$ cat config.mk
export PLATFORM = sky130hd
export DESIGN_NAME = fifo_irq_agg
export DESIGN_NICKNAME = d
export VERILOG_FILES = /design/src/rtl/fia_pkg.sv /design/src/rtl/fia_regs.sv /design/src/rtl/fia_cond.sv /design/src/rtl/fifo_irq_agg.sv
export SDC_FILE = /design/constraint.sdc
export NUM_CORES = 1
export LEC_CHECK = 0
export BUFFER_PORTS_ARGS = -buffer_cell sky130_fd_sc_hd__buf_2
export CORE_MARGIN = 2
export CORE_UTILIZATION = 43
export CTS_CLUSTER_SIZE = 14
export DETAILED_ROUTE_END_ITERATION = 8
export PLACE_DENSITY = 0.69
export SYNTH_ARGS = -nofsm -noshare
export SYNTH_HDL_FRONTEND = slang
export SYNTH_SLANG_ARGS = --single-unit
$ cat constraint.sdc
create_clock -name clk -period 3.22 [get_ports clk]
set_clock_uncertainty 0.2 [all_clocks]
set_input_delay 0.161 -clock clk [delete_from_list [all_inputs] [get_ports clk]]
set_output_delay 0.161 -clock clk [all_outputs]
set_load 0.05 [all_outputs]
$ cat src/rtl/fia_pkg.sv
`timescale 1ns/1ps
package fia_pkg;
  localparam int ADDR_W = 6;

  // enable classes: status / set / clear addresses
  localparam logic [ADDR_W-1:0] A_IN_STS  = 6'h00;
  localparam logic [ADDR_W-1:0] A_IN_SET  = 6'h01;
  localparam logic [ADDR_W-1:0] A_IN_CLR  = 6'h02;
  localparam logic [ADDR_W-1:0] A_OUT_STS = 6'h03;
  localparam logic [ADDR_W-1:0] A_OUT_SET = 6'h04;
  localparam logic [ADDR_W-1:0] A_OUT_CLR = 6'h05;
  localparam logic [ADDR_W-1:0] A_IG_STS  = 6'h06;
  localparam logic [ADDR_W-1:0] A_IG_SET  = 6'h07;
  localparam logic [ADDR_W-1:0] A_IG_CLR  = 6'h08;
  localparam logic [ADDR_W-1:0] A_OG_STS  = 6'h09;
  localparam logic [ADDR_W-1:0] A_OG_SET  = 6'h0A;
  localparam logic [ADDR_W-1:0] A_OG_CLR  = 6'h0B;
  localparam logic [ADDR_W-1:0] A_ER_STS  = 6'h0C;
  localparam logic [ADDR_W-1:0] A_ER_SET  = 6'h0D;
  localparam logic [ADDR_W-1:0] A_ER_CLR  = 6'h0E;
  localparam logic [ADDR_W-1:0] A_ER_ACK  = 6'h0F;
  localparam logic [ADDR_W-1:0] A_TBL     = 6'h10;
endpackage

$ cat src/rtl/fia_regs.sv
`timescale 1ns/1ps
module fia_regs
  import fia_pkg::*;
#(
  parameter int NUM_CH  = 8,
  parameter int LVL_W   = 6,
  parameter int NUM_GRP = 4,
  parameter int REG_W   = 8
) (
  input  logic                                 clk,
  input  logic                                 rst_n,
  input  logic                                 wr_vld,
  input  logic [ADDR_W-1:0]                    addr,
  input  logic [REG_W-1:0]                     wr_data,
  input  logic [NUM_CH-1:0]                    err_flags,
  output logic [REG_W-1:0]                     rd_data,
  output logic [NUM_CH-1:0]                    en_in,
  output logic [NUM_CH-1:0]                    en_out,
  output logic [NUM_GRP-1:0]                   en_ig,
  output logic [NUM_GRP-1:0]                   en_og,
  output logic [NUM_CH-1:0]                    en_err,
  output logic [NUM_CH-1:0]                    err_ack,
  output logic [NUM_CH-1:0][LVL_W-1:0]         thr_in,
  output logic [NUM_CH-1:0][LVL_W-1:0]         thr_out,
  output logic [NUM_GRP-1:0][NUM_CH-1:0]       mask_in,
  output logic [NUM_GRP-1:0][NUM_CH-1:0]       mask_out
);
  localparam logic [ADDR_W-1:0] TIN_BASE  = A_TBL;
  localparam logic [ADDR_W-1:0] TOUT_BASE = A_TBL + ADDR_W'(NUM_CH);
  localparam logic [ADDR_W-1:0] GIN_BASE  = A_TBL + ADDR_W'(2 * NUM_CH);
  localparam logic [ADDR_W-1:0] GOUT_BASE = A_TBL + ADDR_W'(2 * NUM_CH + NUM_GRP);

  logic [NUM_CH-1:0]               en_in_d, en_out_d, en_err_d;
  logic [NUM_GRP-1:0]              en_ig_d, en_og_d;
  logic [NUM_CH-1:0][LVL_W-1:0]    thr_in_d, thr_out_d;
  logic [NUM_GRP-1:0][NUM_CH-1:0]  mask_in_d, mask_out_d;
  logic [NUM_CH-1:0]               dch;
  logic [NUM_GRP-1:0]              dgr;

  assign dch = wr_data[NUM_CH-1:0];
  assign dgr = wr_data[NUM_GRP-1:0];

  // next state
  always_comb begin
    en_in_d    = en_in;
    en_out_d   = en_out;
    en_ig_d    = en_ig;
    en_og_d    = en_og;
    en_err_d   = en_err;
    thr_in_d   = thr_in;
    thr_out_d  = thr_out;
    mask_in_d  = mask_in;
    mask_out_d = mask_out;
    err_ack    = '0;
    if (wr_vld) begin
      case (addr)
        A_IN_SET:  en_in_d  = en_in  | dch;
        A_IN_CLR:  en_in_d  = en_in  & ~dch;
        A_OUT_SET: en_out_d = en_out | dch;
        A_OUT_CLR: en_out_d = en_out & ~dch;
        A_IG_SET:  en_ig_d  = en_ig  | dgr;
        A_IG_CLR:  en_ig_d  = en_ig  & ~dgr;
        A_OG_SET:  en_og_d  = en_og  | dgr;
        A_OG_CLR:  en_og_d  = en_og  & ~dgr;
        A_ER_SET:  en_err_d = en_err | dch;
        A_ER_CLR:  en_err_d = en_err & ~dch;
        A_ER_ACK:  err_ack  = dch;
        default: ;
      endcase
      for (int c = 0; c < NUM_CH; c++) begin
        if (addr == TIN_BASE + ADDR_W'(c))  thr_in_d[c]  = wr_data[LVL_W-1:0];
        if (addr == TOUT_BASE + ADDR_W'(c)) thr_out_d[c] = wr_data[LVL_W-1:0];
      end
      for (int g = 0; g < NUM_GRP; g++) begin
        if (addr == GIN_BASE + ADDR_W'(g))  mask_in_d[g]  = dch;
        if (addr == GOUT_BASE + ADDR_W'(g)) mask_out_d[g] = dch;
      end
    end
  end

  // register stage
  always_ff @(posedge clk or negedge rst_n) begin
    if (!rst_n) begin
      en_in    <= '0;
      en_out   <= '0;
      en_ig    <= '0;
      en_og    <= '0;
      en_err   <= '0;
      thr_in   <= '0;
      thr_out  <= '0;
      mask_in  <= '0;
      mask_out <= '0;
    end else if (wr_vld) begin
      en_in    <= en_in_d;
      en_out   <= en_out_d;
      en_ig    <= en_ig_d;
      en_og    <= en_og_d;
      en_err   <= en_err_d;
      thr_in   <= thr_in_d;
      thr_out  <= thr_out_d;
      mask_in  <= mask_in_d;
      mask_out <= mask_out_d;
    end
  end

  // read mux
  always_comb begin
    rd_data = '0;
    case (addr)
      A_IN_STS:  rd_data = REG_W'(en_in);
      A_OUT_STS: rd_data = REG_W'(en_out);
      A_IG_STS:  rd_data = REG_W'(en_ig);
      A_OG_STS:  rd_data = REG_W'(en_og);
      A_ER_STS:  rd_data = REG_W'(en_err);
      A_ER_ACK:  rd_data = REG_W'(err_flags);
      default: ;
    endcase
    for (int c = 0; c < NUM_CH; c++) begin
      if (addr == TIN_BASE + ADDR_W'(c))  rd_data = REG_W'(thr_in[c]);
      if (addr == TOUT_BASE + ADDR_W'(c)) rd_data = REG_W'(thr_out[c]);
    end
    for (int g = 0; g < NUM_GRP; g++) begin
      if (addr == GIN_BASE + ADDR_W'(g))  rd_data = REG_W'(mask_in[g]);
      if (addr == GOUT_BASE + ADDR_W'(g)) rd_data = REG_W'(mask_out[g]);
    end
  end
endmodule

$ cat src/rtl/fia_cond.sv
`timescale 1ns/1ps
module fia_cond #(
  parameter int NUM_CH  = 8,
  parameter int LVL_W   = 6,
  parameter int NUM_GRP = 4
) (
  input  logic [NUM_CH-1:0][LVL_W-1:0]   lvl_in,
  input  logic [NUM_CH-1:0][LVL_W-1:0]   lvl_out,
  input  logic [NUM_CH-1:0][LVL_W-1:0]   thr_in,
  input  logic [NUM_CH-1:0][LVL_W-1:0]   thr_out,
  input  logic [NUM_GRP-1:0][NUM_CH-1:0] mask_in,
  input  logic [NUM_GRP-1:0][NUM_CH-1:0] mask_out,
  output logic [NUM_CH-1:0]              below,
  output logic [NUM_CH-1:0]              above,
  output logic [NUM_GRP-1:0]             ig_hit,
  output logic [NUM_GRP-1:0]             og_hit
);
  for (genvar c = 0; c < NUM_CH; c++) begin : g_ch
    assign below[c] = lvl_in[c]  < thr_in[c];
    assign above[c] = lvl_out[c] > thr_out[c];
  end

  // a group qualifies when its mask is non-empty and no member fails
  for (genvar g = 0; g < NUM_GRP; g++) begin : g_grp
    assign ig_hit[g] = (|mask_in[g])  && (&(below | ~mask_in[g]));
    assign og_hit[g] = (|mask_out[g]) && (&(above | ~mask_out[g]));
  end
endmodule

$ cat src/rtl/fifo_irq_agg.sv
`timescale 1ns/1ps
module fifo_irq_agg
  import fia_pkg::*;
#(
  parameter int NUM_CH  = 8,
  parameter int LVL_W   = 6,
  parameter int NUM_GRP = 4,
  parameter int REG_W   = 8
) (
  input  logic                      clk,
  input  logic                      rst_n,
  input  logic [NUM_CH*LVL_W-1:0]   in_level,
  input  logic [NUM_CH*LVL_W-1:0]   out_level,
  input  logic [NUM_CH-1:0]         ovf_pulse,
  input  logic [NUM_CH-1:0]         unf_pulse,
  input  logic                      reg_valid,
  input  logic [ADDR_W-1:0]         reg_addr,
  input  logic [REG_W-1:0]          reg_wdata,
  output logic [REG_W-1:0]          reg_rdata,
  output logic                      irq_infifo,
  output logic                      irq_outfifo,
  output logic                      irq_ingrp,
  output logic                      irq_outgrp,
  output logic                      irq_error
);
  logic [NUM_CH-1:0]               en_in, en_out, en_err, err_ack;
  logic [NUM_GRP-1:0]              en_ig, en_og;
  logic [NUM_CH-1:0][LVL_W-1:0]    thr_in, thr_out, lvl_in, lvl_out;
  logic [NUM_GRP-1:0][NUM_CH-1:0]  mask_in, mask_out;
  logic [NUM_CH-1:0]               below, above;
  logic [NUM_GRP-1:0]              ig_hit, og_hit;
  logic [NUM_CH-1:0]               err_flag_q, err_flag_d;
  logic                            irq_in_d, irq_out_d, irq_ig_d, irq_og_d, irq_er_d;

  assign lvl_in  = in_level;
  assign lvl_out = out_level;

  fia_regs #(
    .NUM_CH(NUM_CH), .LVL_W(LVL_W), .NUM_GRP(NUM_GRP), .REG_W(REG_W)
  ) u_regs (
    .clk      (clk),
    .rst_n    (rst_n),
    .wr_vld   (reg_valid),
    .addr     (reg_addr),
    .wr_data  (reg_wdata),
    .err_flags(err_flag_q),
    .rd_data  (reg_rdata),
    .en_in    (en_in),
    .en_out   (en_out),
    .en_ig    (en_ig),
    .en_og    (en_og),
    .en_err   (en_err),
    .err_ack  (err_ack),
    .thr_in   (thr_in),
    .thr_out  (thr_out),
    .mask_in  (mask_in),
    .mask_out (mask_out)
  );

  fia_cond #(
    .NUM_CH(NUM_CH), .LVL_W(LVL_W), .NUM_GRP(NUM_GRP)
  ) u_cond (
    .lvl_in  (lvl_in),
    .lvl_out (lvl_out),
    .thr_in  (thr_in),
    .thr_out (thr_out),
    .mask_in (mask_in),
    .mask_out(mask_out),
    .below   (below),
    .above   (above),
    .ig_hit  (ig_hit),
    .og_hit  (og_hit)
  );

  // next state: a new event outranks an acknowledge on the same channel
  always_comb begin
    err_flag_d = (err_flag_q & ~err_ack) | ovf_pulse | unf_pulse;
    irq_in_d   = |(en_in  & below);
    irq_out_d  = |(en_out & above);
    irq_ig_d   = |(en_ig  & ig_hit);
    irq_og_d   = |(en_og  & og_hit);
    irq_er_d   = |(en_err & err_flag_d);
  end

  always_ff @(posedge clk or negedge rst_n) begin
    if (!rst_n) begin
      err_flag_q  <= '0;
      irq_infifo  <= 1'b0;
      irq_outfifo <= 1'b0;
      irq_ingrp   <= 1'b0;
      irq_outgrp  <= 1'b0;
      irq_error   <= 1'b0;
    end else begin
      err_flag_q  <= err_flag_d;
      irq_infifo  <= irq_in_d;
      irq_outfifo <= irq_out_d;
      irq_ingrp   <= irq_ig_d;
      irq_outgrp  <= irq_og_d;
      irq_error   <= irq_er_d;
    end
  end
endmodule

# Word level (Yosys, flattened, before mapping)
# Cells that the tools add are included.
[totals] register_bits=205 inputBits=129 out_inout_bits=13 elab_cells=223
[op_classes] n_lt_le_gt_ge=16 n_eq_ne=39 n_mux=32 bitwise_logic=37 reduce_logical=64
[op_table] cell="two-way mux 8 bit" count=26
[op_table] cell="OR 8 bit" count=13
[op_table] cell="== test 6 x 5 -> 1 bit (second input constant)" count=16
[op_table] cell="OR reduction 8 bit" count=11
[op_table] cell="NOT 8 bit" count=10
[op_table] cell="AND reduction 8 bit" count=8
[op_table] cell="AND reduction 2 bit" count=29
[op_table] cell="bitwise AND 8 bit" count=7
[op_table] cell="== test 6 x 4 -> 1 bit (second input constant)" count=8
[op_table] cell="== test 6 bit (second input constant)" count=8
[op_table] cell="> comparator 6 bit" count=8
[op_table] cell="less-than comparator 6 bit" count=8
[op_table] cell="one-hot mux 8 bit (2 select lines)" count=3
[op_table] cell="one-hot mux 8 bit (6 select lines)" count=1
[op_table] cell="== test 6 x 3 -> 1 bit (second input constant)" count=4
[op_table] cell="bitwise AND 4 bit" count=4
[op_table] cell="one-hot mux 4 bit (2 select lines)" count=2
[op_table] cell="== test 6 x 2 -> 1 bit (second input constant)" count=2
[op_table] cell="nonzero test 2 bit" count=5
[op_table] cell="logical AND 1 bit" count=8
[op_table] cell="OR 4 bit" count=2
[op_table] cell="OR reduction 4 bit" count=2
[op_table] cell="== test 6 x 1 -> 1 bit (second input constant)" count=1
[op_table] cell="zero test 6 bit" count=1
[op_table] cell="NOT 4 bit" count=1

# Longest topological paths before layout
[depth] depth_word=26 mapped_depth=10 depth_no_buf=9

# Modules after synthesis
# Synthesis repeated with hierarchy kept, for this count alone.
[hier_totals] hier_cells=1312 area_unflattened_um2=12931.2
[by_module_without_submodules] mod="fia_regs" n_inst=1 cells_each=838 area_each_um2=9385.3 seq_area_each_um2=4804.6
[by_module_without_submodules] mod="fia_cond" n_inst=1 cells_each=416 area_each_um2=2974.1 seq_area_each_um2=0.0
[by_module_without_submodules] mod="fifo_irq_agg" n_inst=1 cells_each=58 area_each_um2=571.8 seq_area_each_um2=325.3

# Worst setup path after synthesis
# OpenSTA, ideal clock, no wires.
[synth_timing] path_type="input to output" start="in reg_addr[2]" end="out reg_rdata[2]" arrival_ns=2.340 t_required_ns=2.859 setup_slack_ns=0.519 stages=8 n_path_buf=2 path_cell_list="buf_6 or4b_4 buf_6 nor2_8 a221oi_1 a2111oi_2 a21oi_1 a21oi_1"
[synth_via] elab_chain_cells=26 elab_cells_between_ends=55 cone_classes="29 x eq/ne; 25 x mux; 1 x reduce/logical"
[synth_lines] element="from (decl)" line="fifo_irq_agg.sv:17" source="input logic [ADDR_W-1:0] reg_addr,"
[synth_lines] element="== test 6 x 4 -> 1 bit (tied with other cells)" line="fia_regs.sv:109" source="case (addr)"
[synth_lines] element="one-hot mux 8 bit (6 select lines)" line="fia_regs.sv:109"
[synth_lines] element="two-way mux 8 bit" line="fia_regs.sv:119" source="if (addr == TIN_BASE + ADDR_W'(c)) rd_data = REG_W'(thr_in[c]);"
[synth_lines] element="two-way mux 8 bit" line="fia_regs.sv:120" source="if (addr == TOUT_BASE + ADDR_W'(c)) rd_data = REG_W'(thr_out[c]);"
[synth_lines] element="two-way mux 8 bit" line="fia_regs.sv:119"
[synth_lines] element="two-way mux 8 bit" line="fia_regs.sv:120"
[synth_lines] element="two-way mux 8 bit" line="fia_regs.sv:119"
[synth_lines] element="two-way mux 8 bit" line="fia_regs.sv:120"
[synth_lines] element="(+10 left out)"
[synth_lines] element="two-way mux 8 bit" line="fia_regs.sv:123" source="if (addr == GIN_BASE + ADDR_W'(g)) rd_data = REG_W'(mask_in[g]);"
[synth_lines] element="two-way mux 8 bit" line="fia_regs.sv:124" source="if (addr == GOUT_BASE + ADDR_W'(g)) rd_data = REG_W'(mask_out[g]);"
[synth_lines] element="two-way mux 8 bit" line="fia_regs.sv:123"
[synth_lines] element="two-way mux 8 bit" line="fia_regs.sv:124"
[synth_lines] element="two-way mux 8 bit" line="fia_regs.sv:123"
[synth_lines] element="two-way mux 8 bit" line="fia_regs.sv:124"
[synth_lines] element="two-way mux 8 bit" line="fia_regs.sv:123"
[synth_lines] element="two-way mux 8 bit (*)" line="fia_regs.sv:124"
[synth_lines] element="to (decl)" line="fifo_irq_agg.sv:19" source="output logic [REG_W-1:0] reg_rdata,"
# Mark *: on every way between the ends. The rest lies on a longest branch, timed or not.

==> results.py <==
metrics = {
    "floorplan": {
        "chipWidth_um": 180,
        "io-pin-count": 142,
        "dieArea_um2": 32500,
        "core-area_um2": 30600,
        "rows": 64,
        "die_h_um": 180,
        "initial_core_util": 0.437,
    },
    "pwr": {
        "p_leak_nw": 7.22,
        "ir_drop_mv": 0.291,
        "power.density_nw_per_um2": 525,
    },
    "clocking": {
        "worstSkewPairLatency_ns": 0.52,
        "cts_buffer_depth": 3,
        "htree_num_levels": 1,
        "cts_tree": "done",
        "clkTransAtPathRegs_ns": 0.06,
        "clock_sinks": 205,
        "cts_buffers": 24,
        "cts-root-buf": "clkbuf_16",
    },
    "worst_setup_path": {
        "endpoint_kind": "output pin",
        "r2r_cells": 9,
        "rr_endpoint": "irq_outfifo",
        "reg2reg_slack_ns": 0.37,
        "crit_chain": "mux2i_2 -> nor4_1 -> a21oi_1 -> nand3_1 -> a2111o_1 -> a221oi_2 -> o21ai_1 -> buf_2",
        "required_ns": 2.86,
        "start_kind": "flop",
        "cp_slowest_cell": "a2111o_1",
        "worstPathArrival_ns": 2.82,
        "reg2reg_from": "u_regs.thr_out[40]",
        "crit_type": "flop to output pin",
        "cp_slowest_stage_delay_ns": 0.45,
        "critPathMaxFanout": 3,
    },
    "place": {
        "globalplace.congestion": 1.03,
        "placement.io_buffers": 141,
        "dp.cells": 1898,
        "hpwl_um": 41100,
    },
    "sta": {
        "fin_setup_tns_ns": 0,
        "worst_slew_pin_slew_ns": 0.930,
        "setup_violations": 0,
        "fmax_mhz": 315,
        "max_slew_margin": 0.372,
        "maxSlewViolCount": 0,
        "finalHoldViolations": 0,
        "rsz0062_at_grt": "false",
        "min_period_ns": 3.18,
        "finalCritPeriodShare": 0.987,
    },
    "synth": {
        "yosysTopAreaCellShare": 0.384,
        "synthArstFlopShare": 1.00,
        "yosys.cell_types.count": 88,
        "synth_ff_type": "dfrtp_1",
        "ys_warn_count": 0,
        "syn_nets": 1566,
        "synth_xor_area_frac": 0,
        "yosysSeqAreaShare": 0.384,
        "synth_top_family_by_area": "compound AO/OA/AOI/OAI gates",
        "synth_most_common_cell": "dfrtp_1",
        "synth-simple-area-share": 0.138,
        "synth_area_leader_cell": "dfrtp_1",
        "synth_compound_area_frac": 0.200,
        "yosys-top-cells-count": "205 x dfrtp_1, 161 x mux2_2, 114 x inv_1",
        "synth_edf_count": 0,
        "postSynthCellCount": 1349,
        "synthMuxAreaShare": 0.140,
        "synth_area_per_cell_um2": 9.90,
        "synth_area_leaders": "dfrtp_1 38%, mux2_2 14%, ha_1 8.2%",
        "ys_ff_latch": 205,
        "synthAdderAreaFrac": 0.0825,
        "syn_area_um2": 13400,
    },
    "global_route": {
        "grtUsageTotal": 0.322,
        "gr-total-overflow": 0,
        "grt_max_degree": 113,
        "grt_pass1_vias": 12201,
        "grt_antenna_before_repair": 0,
        "grt_pass1_wl_um": 79000,
    },
    "finish": {
        "area_delta_synth_final_pct": 19.6,
        "nFillCells": 2856,
        "insertedDiodeCount": 0,
        "drive_above_1_share": 0.291,
        "final_nets": 1768,
        "fin_cells": 1965,
        "multiInputGateArea_um2": 7490,
        "finish.utilization": 0.522,
        "regArea_um2": 5130,
    },
    "run_status": {
        "status": "finished clean",
    },
    "drt": {
        "drt_iter0_markers": 1505,
        "drt_pre_antenna_iters": 6,
        "wl_um": 53600,
        "drc": 0,
        "wl_per_cell_um": 27.3,
        "postRouteAntennaNets": 0,
        "avgViaCountPerCell": 6.41,
        "via_count": 12587,
    },
    "min_path": {
        "hold_class": "primary input to asynchronous set/reset pin",
    },
    "flow_run": {
        "drv_cap": 0,
    },
}
-- worst max path at each step --
stage                            start            to  slack (ns)  cells past startpoint
floorplan                  reg_addr[2]  reg_rdata[2]        0.52                      8
global placement           reg_addr[1]  reg_rdata[4]        0.12                     10
detailed placement         reg_addr[1]  reg_rdata[4]        0.23                     10
CTS                   u_regs.thr_in[4]  reg_rdata[4]        0.06                      8
global route        u_regs.thr_out[17]  reg_rdata[5]        0.05                      8
finish                            flop  reg_rdata[4]        0.04                      8
-- cells in the final DEF, fill, tap and decap left out, types with 8 or more instances in the layout --
master	synthesis	final
a31oi_1	29	29
nor3_1	26	26
a41oi_1	9	9
a211oi_1	8	8
a2111oi_0	8	8
ha_1	88	88
o211ai_1	8	8
buf_4	8	69
nand3_1	37	37
a22oi_1	45	45
buf_2	12	139
a221oi_1	24	24
nand4_1	23	23
nand2_1	110	110
clkbuf_16	0	25
a211o_1	9	9
dfrtp_1	205	205
dlygate4sd3_1	0	22
o21a_1	10	10
o21ai_0	47	47
nor4_1	14	14
nor2_1	44	44
a21o_1	10	10
a21oi_1	75	75
inv_1	114	114
mux2_2	161	161
nand2b_1	12	12
nor2b_1	11	11
o22ai_1	16	15
-- repair_timing --
action,in CTS,in global routing
endpoints found under the setup margin,0,2
endpoints found under the hold margin,233,0
gates resized for setup,0,2
buffers inserted,0,0
hold buffers,23,0
-- metal layers --
layer | GRT usage | wire, um | vias up
li1 | - | - | 5509
met1 | 0.422 | 21800 | 6268
met2 | 0.540 | 25500 | 667
met3 | 0.0501 | 4050 | 143
met4 | 0.115 | 2320 | 0
met5 | 0 | 0 | -
-- stage by stage --
step	area, um^2	total power, mW	setup slack, ns	hold WS [ns]
after floorplan	13400	4.53	0.519	-0.335
after global placement	14900	5.43	0.123	-0.0736
after detailed placement	14900	5.48	0.234	-0.0701
after CTS	16000	8.38	0.0577	0.0103
after global routing	16000	8.73	0.0469	0.0254
final	16000	8.39	0.0406	0.0326
-- area by class of cell --
cell class / instances / share of cell area
multi-input cells: 968 / 0.469
clock inverters: 11 / 0.00877
clock buffers: 33 / 0.0435
flip-flops and latches: 205 / 0.321
inverters: 114 / 0.0268
well taps: 396 / 0.0310
repair buffers: 238 / 0.0999
-- where the power goes --
part	total [mW]	internal [mW]	switching [mW]
Combinational	2.05	0.860	1.19
Clock	2.87	1.75	1.11
Sequential	3.47	2.95	0.524
-- worst max-delay path, delay by kind of cell, from the launching register on --
family / cells / cell delay, ns
flip-flops: 1 / 0.41
multiplexers: 1 / 0.26
buffers and inverters: 1 / 0.25
AO/OA/AOI/OAI: 4 / 1.14
AND/OR/NAND/NOR: 2 / 0.23
-- cells by family after synthesis --
kind of cell / Yosys count
buffers and inverters: 176
and+or+nand+nor: 337
AOI/OAI and AO/OA: 378
adders and majority gates: 88
DFF: 205
muxes: 165
Note: power is estimated with default switching activity, not from simulation.
